File: config.mk
export PLATFORM = sky130hd
export DESIGN_NAME = viol_capture
export DESIGN_NICKNAME = d
export VERILOG_FILES = /design/src/rtl/vc_pkg.sv /design/src/rtl/vc_channel.sv /design/src/rtl/vc_status.sv /design/src/rtl/vc_readmux.sv /design/src/rtl/viol_capture.sv
export SDC_FILE = /design/constraint.sdc
export NUM_CORES = 1
export LEC_CHECK = 0
export BUFFER_PORTS_ARGS = -buffer_cell sky130_fd_sc_hd__buf_2
export CAP_MARGIN = 20
export CORE_UTILIZATION = 56
export DETAILED_ROUTE_END_ITERATION = 16
export PLACE_DENSITY = 0.77
export SKIP_LAST_GASP = 1
export SYNTH_ARGS = -nofsm -noshare
export SYNTH_HDL_FRONTEND = slang
export SYNTH_HIERARCHICAL = 1
export SYNTH_SLANG_ARGS = --single-unit
File: constraint.sdc
create_clock -name clk -period 2.2 [get_ports clk]
set_input_delay 0.22 -clock clk [delete_from_list [all_inputs] [get_ports clk]]
set_output_delay 0.22 -clock clk [all_outputs]
set_load 0.01 [all_outputs]
File: src/rtl/vc_pkg.sv
package vc_pkg;
  localparam int REG_W      = 32;
  localparam int MAX_PORTS  = 8;
  localparam int MAX_DESC   = 16;

  // detail word: hits[31:16] pid[15:8] master[7:4] 0[3] sup[2] fetch[1] wr[0]
  function automatic logic [31:0] pack_detail(input logic [15:0] hits,
                                              input logic [7:0]  pid,
                                              input logic [3:0]  master,
                                              input logic        sup,
                                              input logic        fetch,
                                              input logic        wr);
    return {hits, pid, master, 1'b0, sup, fetch, wr};
  endfunction

  // status word: 0[31:24] ndesc[23:16] nports[15:12] rev[11:8] flags[7:0]
  function automatic logic [31:0] pack_status(input logic [7:0] flags,
                                              input logic [3:0] rev,
                                              input logic [3:0] nports,
                                              input logic [7:0] ndesc);
    return {8'h00, ndesc, nports, rev, flags};
  endfunction

  // port n lives at reversed slot inside the flag field
  function automatic int flag_slot(input int np, input int port);
    return np - 1 - port;
  endfunction
endpackage

File: src/rtl/vc_channel.sv
module vc_channel #(
  parameter int ADDR_W = 32,
  parameter int DET_W  = 32
) (
  input  logic              clk,
  input  logic              rst_n,
  input  logic              deny_i,
  input  logic              clr_i,
  input  logic [ADDR_W-1:0] addr_i,
  input  logic [DET_W-1:0]  detail_i,
  output logic              flag_o,
  output logic              cap_o,
  output logic [ADDR_W-1:0] addr_o,
  output logic [DET_W-1:0]  detail_o
);
  logic              flag_q;
  logic [ADDR_W-1:0] addr_q;
  logic [DET_W-1:0]  det_q;
  logic              take;

  // capture when idle, or when the same cycle's clear frees the slot
  assign take = deny_i && (!flag_q || clr_i);

  always_ff @(posedge clk) begin
    if (!rst_n) begin
      flag_q <= 1'b0;
      addr_q <= '0;
      det_q  <= '0;
    end else begin
      if (deny_i)     flag_q <= 1'b1;
      else if (clr_i) flag_q <= 1'b0;
      if (take) begin
        addr_q <= addr_i;
        det_q  <= detail_i;
      end
    end
  end

  assign flag_o   = flag_q;
  assign cap_o    = take;
  assign addr_o   = addr_q;
  assign detail_o = det_q;
endmodule

File: src/rtl/vc_status.sv
module vc_status #(
  parameter int       NUM_PORTS = 4,
  parameter int       NUM_DESC  = 8,
  parameter bit [3:0] HW_REV    = 4'd2
) (
  input  logic [NUM_PORTS-1:0] flags_i,
  output logic [31:0]          status_o
);
  localparam int FIELD_W = vc_pkg::MAX_PORTS;

  logic [FIELD_W-1:0] field;

  for (genvar p = 0; p < NUM_PORTS; p++) begin : g_slot
    localparam int SLOT = vc_pkg::flag_slot(NUM_PORTS, p);
    assign field[SLOT] = flags_i[p];
  end
  if (NUM_PORTS < FIELD_W) begin : g_pad
    assign field[FIELD_W-1:NUM_PORTS] = '0;
  end

  assign status_o = vc_pkg::pack_status(field, HW_REV, 4'(NUM_PORTS), 8'(NUM_DESC));
endmodule

File: src/rtl/vc_readmux.sv
module vc_readmux #(
  parameter int NUM_PORTS = 4,
  parameter int ADDR_W    = 32,
  parameter int RA_W      = 4
) (
  input  logic [RA_W-1:0]             reg_addr,
  input  logic [31:0]                 status_i,
  input  logic [NUM_PORTS*ADDR_W-1:0] addrs_i,
  input  logic [NUM_PORTS*32-1:0]     details_i,
  output logic [31:0]                 rdata_o
);
  always_comb begin
    rdata_o = '0;
    if (reg_addr == '0) rdata_o = status_i;
    for (int p = 0; p < NUM_PORTS; p++) begin
      if (reg_addr == RA_W'(2*p + 1)) rdata_o = 32'(addrs_i[p*ADDR_W +: ADDR_W]);
      if (reg_addr == RA_W'(2*p + 2)) rdata_o = details_i[p*32 +: 32];
    end
  end
endmodule

File: src/rtl/viol_capture.sv
module viol_capture #(
  parameter int       NUM_PORTS = 4,
  parameter int       NUM_DESC  = 8,
  parameter int       ADDR_W    = 32,
  parameter int       MASTER_W  = 3,
  parameter int       PID_W     = 8,
  parameter bit [3:0] HW_REV    = 4'd2,
  localparam int      RA_W      = $clog2(2*NUM_PORTS + 1)
) (
  input  logic                        clk,
  input  logic                        rst_n,
  input  logic [NUM_PORTS-1:0]        viol_valid,
  input  logic [NUM_PORTS*ADDR_W-1:0] viol_addr,
  input  logic [NUM_PORTS*NUM_DESC-1:0] viol_hits,
  input  logic [NUM_PORTS*MASTER_W-1:0] viol_master,
  input  logic [NUM_PORTS*PID_W-1:0]  viol_pid,
  input  logic [NUM_PORTS-1:0]        viol_super,
  input  logic [NUM_PORTS-1:0]        viol_fetch,
  input  logic [NUM_PORTS-1:0]        viol_write,
  input  logic                        reg_wr_en,
  input  logic [RA_W-1:0]             reg_addr,
  input  logic [NUM_PORTS-1:0]        reg_wdata,
  output logic [31:0]                 reg_rdata
);
  localparam int DET_W = vc_pkg::REG_W;

  // named internal events for the checker
  logic [NUM_PORTS-1:0]        flag_vec;
  logic [NUM_PORTS-1:0]        cap_evt;
  logic [NUM_PORTS-1:0]        clr_evt;
  logic [NUM_PORTS*ADDR_W-1:0] addr_cap;
  logic [NUM_PORTS*DET_W-1:0]  det_cap;
  logic [31:0]                 status_word;
  logic                        status_wr;

  assign status_wr = reg_wr_en && (reg_addr == '0);

  for (genvar p = 0; p < NUM_PORTS; p++) begin : g_port
    localparam int SLOT = vc_pkg::flag_slot(NUM_PORTS, p);
    logic [DET_W-1:0] det_in;

    assign clr_evt[p] = status_wr && reg_wdata[SLOT];
    assign det_in = vc_pkg::pack_detail(16'(viol_hits[p*NUM_DESC +: NUM_DESC]),
                                        8'(viol_pid[p*PID_W +: PID_W]),
                                        4'(viol_master[p*MASTER_W +: MASTER_W]),
                                        viol_super[p], viol_fetch[p], viol_write[p]);

    vc_channel #(.ADDR_W(ADDR_W), .DET_W(DET_W)) u_chan (
      .clk      (clk),
      .rst_n    (rst_n),
      .deny_i   (viol_valid[p]),
      .clr_i    (clr_evt[p]),
      .addr_i   (viol_addr[p*ADDR_W +: ADDR_W]),
      .detail_i (det_in),
      .flag_o   (flag_vec[p]),
      .cap_o    (cap_evt[p]),
      .addr_o   (addr_cap[p*ADDR_W +: ADDR_W]),
      .detail_o (det_cap[p*DET_W +: DET_W])
    );
  end

  vc_status #(.NUM_PORTS(NUM_PORTS), .NUM_DESC(NUM_DESC), .HW_REV(HW_REV)) u_status (
    .flags_i  (flag_vec),
    .status_o (status_word)
  );

  vc_readmux #(.NUM_PORTS(NUM_PORTS), .ADDR_W(ADDR_W), .RA_W(RA_W)) u_rd (
    .reg_addr  (reg_addr),
    .status_i  (status_word),
    .addrs_i   (addr_cap),
    .details_i (det_cap),
    .rdata_o   (reg_rdata)
  );
endmodule

# After elaboration in Yosys (flattened, before gate mapping)
# Cells that the tools add are included.
# op_classes
n_eq_ne	8
mux	17
reduce_logical	22
# ops
op	n
$mux W32	8
$mux W20	1
$eq A4 B3 Y1 const B	4
$logic_and A1 B1 Y1	9
$eq A4 B2 Y1 const B	2
$mux W1	8
$reduce_bool A2 Y1	4
$eq A4 B1 Y1 const B	1
$eq A4 B4 Y1 const B	1
$logic_not A1 Y1	4
$logic_not A4 Y1	1
$logic_or A1 B1 Y1	4
# word_totals
regBits	220
inputBits	231
output_inout_bits	32
word_cells	59

# Depth between registers and ports, before layout
# depth
depth_word	10
mapped_depth	8
mapped_depth_nobuf	5

# Hierarchy
# The synthesis kept the hierarchy.
# by_module_without_submodules
mod	instances	cells_per_inst	area_per_inst_um2	seq_area_each_um2
vc_channel	4	281	2653.8	1301.2
vc_readmux	1	318	2487.4	0.0
vc_status	1	34	247.7	0.0
viol_capture	1	10	52.6	0.0

# Worst setup path before layout
# Ideal clock, no wire load.
# synth_path
kind	input-to-reg
startpoint	input reg_addr[3]
endpoint	register g_port[0].u_chan.addr_q[0]
setup_time_ns	0.072
arrival_time_ns	1.539
t_required_ns	2.128
slack_ns	0.590
path_stages	7
n_path_buf	2
path_cell_list	or2_4 -> nor4_1 -> nor2b_4 -> nor2b_4 -> buf_12 -> buf_12 -> mux2i_1
# synth_between
elab_chain_len	5
# synth_rtl
item	line_no	source
start: declaration	viol_capture.sv:21	input logic [RA_W-1:0] reg_addr,
$logic_not A4 Y1	viol_capture.sv:36	assign status_wr = reg_wr_en && (reg_addr == '0);
$logic_and A1 B1 Y1	viol_capture.sv:36	
$logic_and A1 B1 Y1	viol_capture.sv:42	assign clr_evt[p] = status_wr && reg_wdata[SLOT];
net clr_evt[0]	viol_capture.sv:30	logic [NUM_PORTS-1:0] clr_evt;
$logic_or A1 B1 Y1	vc_channel.sv:22	assign take = deny_i && (!flag_q || clr_i);
$logic_and A1 B1 Y1	vc_channel.sv:22	
end signal: assignment	vc_channel.sv:33	addr_q <= addr_i;
end: declaration	vc_channel.sv:17	logic [ADDR_W-1:0] addr_q;
# The timed path passes the listed nets, and every way through them passes these cells.
# A chain may end at the register's enable or synchronous reset.

# Worst setup path after layout
# layout_path
startpoint	register g_port[0].u_chan.addr_q[6]
endpoint	output reg_rdata[6]
# layout_between
elab_chain_len	8
# layout_rtl
item	line_no	source
$mux W32	vc_readmux.sv:16	if (reg_addr == RA_W'(2*p + 1)) rdata_o = 32'(addrs_i[p*ADDR_W +: ADDR_W]);
$mux W32	vc_readmux.sv:17	if (reg_addr == RA_W'(2*p + 2)) rdata_o = details_i[p*32 +: 32];
$mux W32	vc_readmux.sv:16	
$mux W32	vc_readmux.sv:17	
$mux W32	vc_readmux.sv:16	
$mux W32	vc_readmux.sv:17	
$mux W32	vc_readmux.sv:16	
$mux W32	vc_readmux.sv:17	
end: declaration	viol_capture.sv:23	output logic [31:0] reg_rdata
# Every way passes these cells.

==> flow_summary.yaml <==
synth:
  synth_top_area_share_pct: 38.8
  synth_edf_count: 0
  synth_cells: 1486
  synth_top_cell_by_area: "dfxtp_1"
  synth_commonest_cells: "nand2_1, mux2i_1, dfxtp_1"
  synth_cell_types: 47
  synth-main-ff-cell: "dfxtp_1"
  syn_area_per_cell_um2: 9.02
  ys_warn_count: 6
  seq_area_frac_synth_pct: 38.8
  synth_seq_cells: 260
  async_flop_share_pct: 0
  synth_most_common_cell: "nand2_1"
  synthTopCellsByArea: "dfxtp_1, mux2i_1, nand2_1"
  netlist_area_um2: 13400
detailed_routing:
  drt_iter0_drc: 1232
  via_per_inst: 5.50
  postRouteWirelength_um: 43600
  drt_pass1_iterations: 8
  post_drt_wl_per_cell_um: 19.0
  vias: 12632
  drtAntennaViolNets: 0
  drcViolationCount: 0
placement:
  pre_cts_ws_ns: 0.129
  dpl.hpwl_um: 26700
  gp_congestion: 0.979
  numPortBuffers: 262
hold_path:
  worstHoldPathCells: 3
  hold_path.startpoint: "viol_addr[56]"
  holdPathEnd: "g_port[1].u_chan/addr_o[24]"
  holdCritPathClass: "in -> reg"
timing:
  fin_setup_tns_ns: 0
  worst_pin_slew_ns: 0.508
  finalCriticalPeriod_ns: 2.17
  skew_ns: 0.00912
  setup_viol: 0
  maxSlewHeadroom_pct: 66.2
  hold_violations: 0
  fmax_mhz: 462
  timing.final.crit_share_pct: 98.5
  setup_slack_ns: 0.0341
  rsz0062_at_grt: "no"
  finalMaxSlewViolations: 0
layout:
  drive_gt1_share_pct: 20.0
  multi_input_comb_area_um2: 7090
  seqCellArea_um2: 5200
  nNetsFinal: 2190
  diodes: 0
  fillers: 1493
  syn2layout_area_growth_pct: 33.8
global_routing:
  antenna_found_initial: 0
  grt_first_pass_wirelength_um: 66200
  grt_usage_pct: 34.8
  gr-total-overflow: 0
  grt_max_degree: 82
  grt_pass1_vias: 12824
power:
  power.switching_mw: 3.15
  combinationalPowerShare_pct: 17.0
  power_leakage_nw: 8.02
  ir_drop_uv: 548
  intPower_mw: 9.09
  powerDensity_nw_per_um2: 683
  sw_frac_of_total_pct: 25.7
  power_mw: 12.2
  p_clk_share_pct: 40.4
  seq_power_share_pct: 42.6
clock_tree:
  cts_made_buffers: 27
  clock_latency_ns: 0.53
  clk_pin_slew_ns: 0.06
  cts-root-buf: "clkbuf_16"
  h-tree-depth: 1
  cts_tree: "built"
  cts_setup_buffers: 0
  cts_max_path_buffers: 3
  cts_sinks: 260
worst_setup_path:
  required_ns: 1.98
  regToRegSetupSlack_ns: 0.77
  max_stage_delay_ns: 0.44
  r2r_end: "g_port[2].u_chan/addr_o[5]"
  startpoint_type: "flip-flop"
  crit_chain: "mux2i_1 > a2bb2oi_1 > a211o_1 > nand3_1 > buf_2"
  r2r_cells: 5
  cpMaxStageDelayCell: "a2bb2oi_1"
  cp.arrival_ns: 1.95
  end_kind: "output pin"
  criticalPathCategory: "reg -> out"
  critPathMaxFanout: 2
  worstReg2RegStart: "g_port[2].u_chan/flag_o"
floorplan:
  start_util_pct: 57.1
  die_area_um2: 24600
  io_pins: 263
  die-width_um: 157
  coreArea_um2: 23500
  num_rows: 56
  die_h_um: 157
job:
  cap_violations: 0
outcome:
  status: "finished, final reports clean"
-- through the flow --
stage	util (%)	cells	hold slack [ns]	area (µm²)
3_5_place_dp	62.9	2030	0.447	14800
4_1_cts	76.4	2298	0.00229	17900
2_1_floorplan	-	1551	0.344	13600
3_3_place_gp	62.9	2030	0.441	14800
6_report	76.4	2298	0.0180	17900
5_1_grt	76.4	2298	0.0205	17900
-- worst max path at each step --
stage	start	slack, ns	to	depth (start not counted)
4_1_cts	g_port[0].u_chan/addr_o[6]	0.1	reg_rdata[6]	5
2_1_floorplan	reg_addr[3]	0.59	g_port[0].u_chan/addr_o[0]	7
6_report	g_port[0].u_chan/addr_o[6]	0.03	reg_rdata[6]	5
3_5_place_dp	reg_addr[1]	0.13	g_port[1].u_chan/detail_o[12]	8
5_1_grt	g_port[0].u_chan/addr_o[6]	0.02	reg_rdata[6]	5
3_3_place_gp	reg_addr[1]	0.15	g_port[1].u_chan/detail_o[8]	8
-- final cells by class --
class	count	share of cell area, %
Multi-Input combinational cell	1131	39.6
Sequential cell	260	29.0
Timing Repair Buffer	537	23.8
Clock buffer	40	4.54
Tap cell	319	2.23
Clock inverter	9	0.844
Inverter	2	0.0419
-- power groups by stage --
stage | logic, mW | registers [mW] | clock network [mW]
3_3_place_gp | 1.66 | 5.30 | 0
6_report | 2.08 | 5.22 | 4.94
4_1_cts | 2.00 | 5.21 | 4.96
3_5_place_dp | 1.70 | 5.31 | 0
2_1_floorplan | 1.27 | 5.23 | 0
5_1_grt | 2.22 | 5.25 | 5.17
-- cells in the final DEF, fill, tap and decap left out, types with 5 or more instances in the layout --
| cell type | n |
|---|---|
| nand2_1 | 547 |
| mux2i_1 | 283 |
| dfxtp_1 | 260 |
| buf_2 | 260 |
| dlygate4sd3_1 | 219 |
| conb_1 | 68 |
| buf_4 | 31 |
| clkbuf_16 | 27 |
| buf_12 | 26 |
| a31oi_1 | 24 |
| nand3_1 | 24 |
| a2bb2oi_1 | 23 |
| a21boi_0 | 23 |
| a211o_1 | 23 |
| a222oi_1 | 23 |
| a21oi_1 | 10 |
| o22ai_1 | 10 |
| clkbuf_8 | 9 |
| nor2b_4 | 8 |
| nor2_1 | 7 |
| o221a_2 | 5 |
| nor3_2 | 5 |
-- registers in the layout (all words and copies together) (netlist names) --
| name | flops |
|---|---|
| g_port.u_chan/addr_o | 128 |
| g_port.u_chan/detail_o | 128 |
| g_port.u_chan/flag_o | 4 |
-- cells by family (layout without fill, tap and decap cells) --
group | count (synthesis) | after routing | share of synthesized area (%)
compound gates | 159 | 159 | 9.40
buf+inv | 160 | 588 | 10.1
flops | 260 | 260 | 38.8
mux | 292 | 292 | 22.6
other cells | 3 | 68 | 0.0840
simple gates | 612 | 612 | 19.0
-- per-layer routing --
metal	global-route usage [%]	share of wire (%)	vias up
met2	61.0	49	585
li1	-	-	5938
met3	5.18	6.1	167
met5	0	0	-
met1	40.3	39	5942
met4	19.8	5.6	0
-- critical path: cells and delay by family, from the launching register on --
kind | cells | cell delay [ns]
AOI/OAI and AO/OA | 2 | 0.69
buffers and inverters | 1 | 0.17
DFF | 1 | 0.31
muxes | 1 | 0.15
and+or+nand+nor | 1 | 0.09
-- timing repair --
action,CTS,global route
hold endpoints to repair,219,0
resized for setup,0,0
hold buffers,219,0
(Power assumes the default switching activity.)
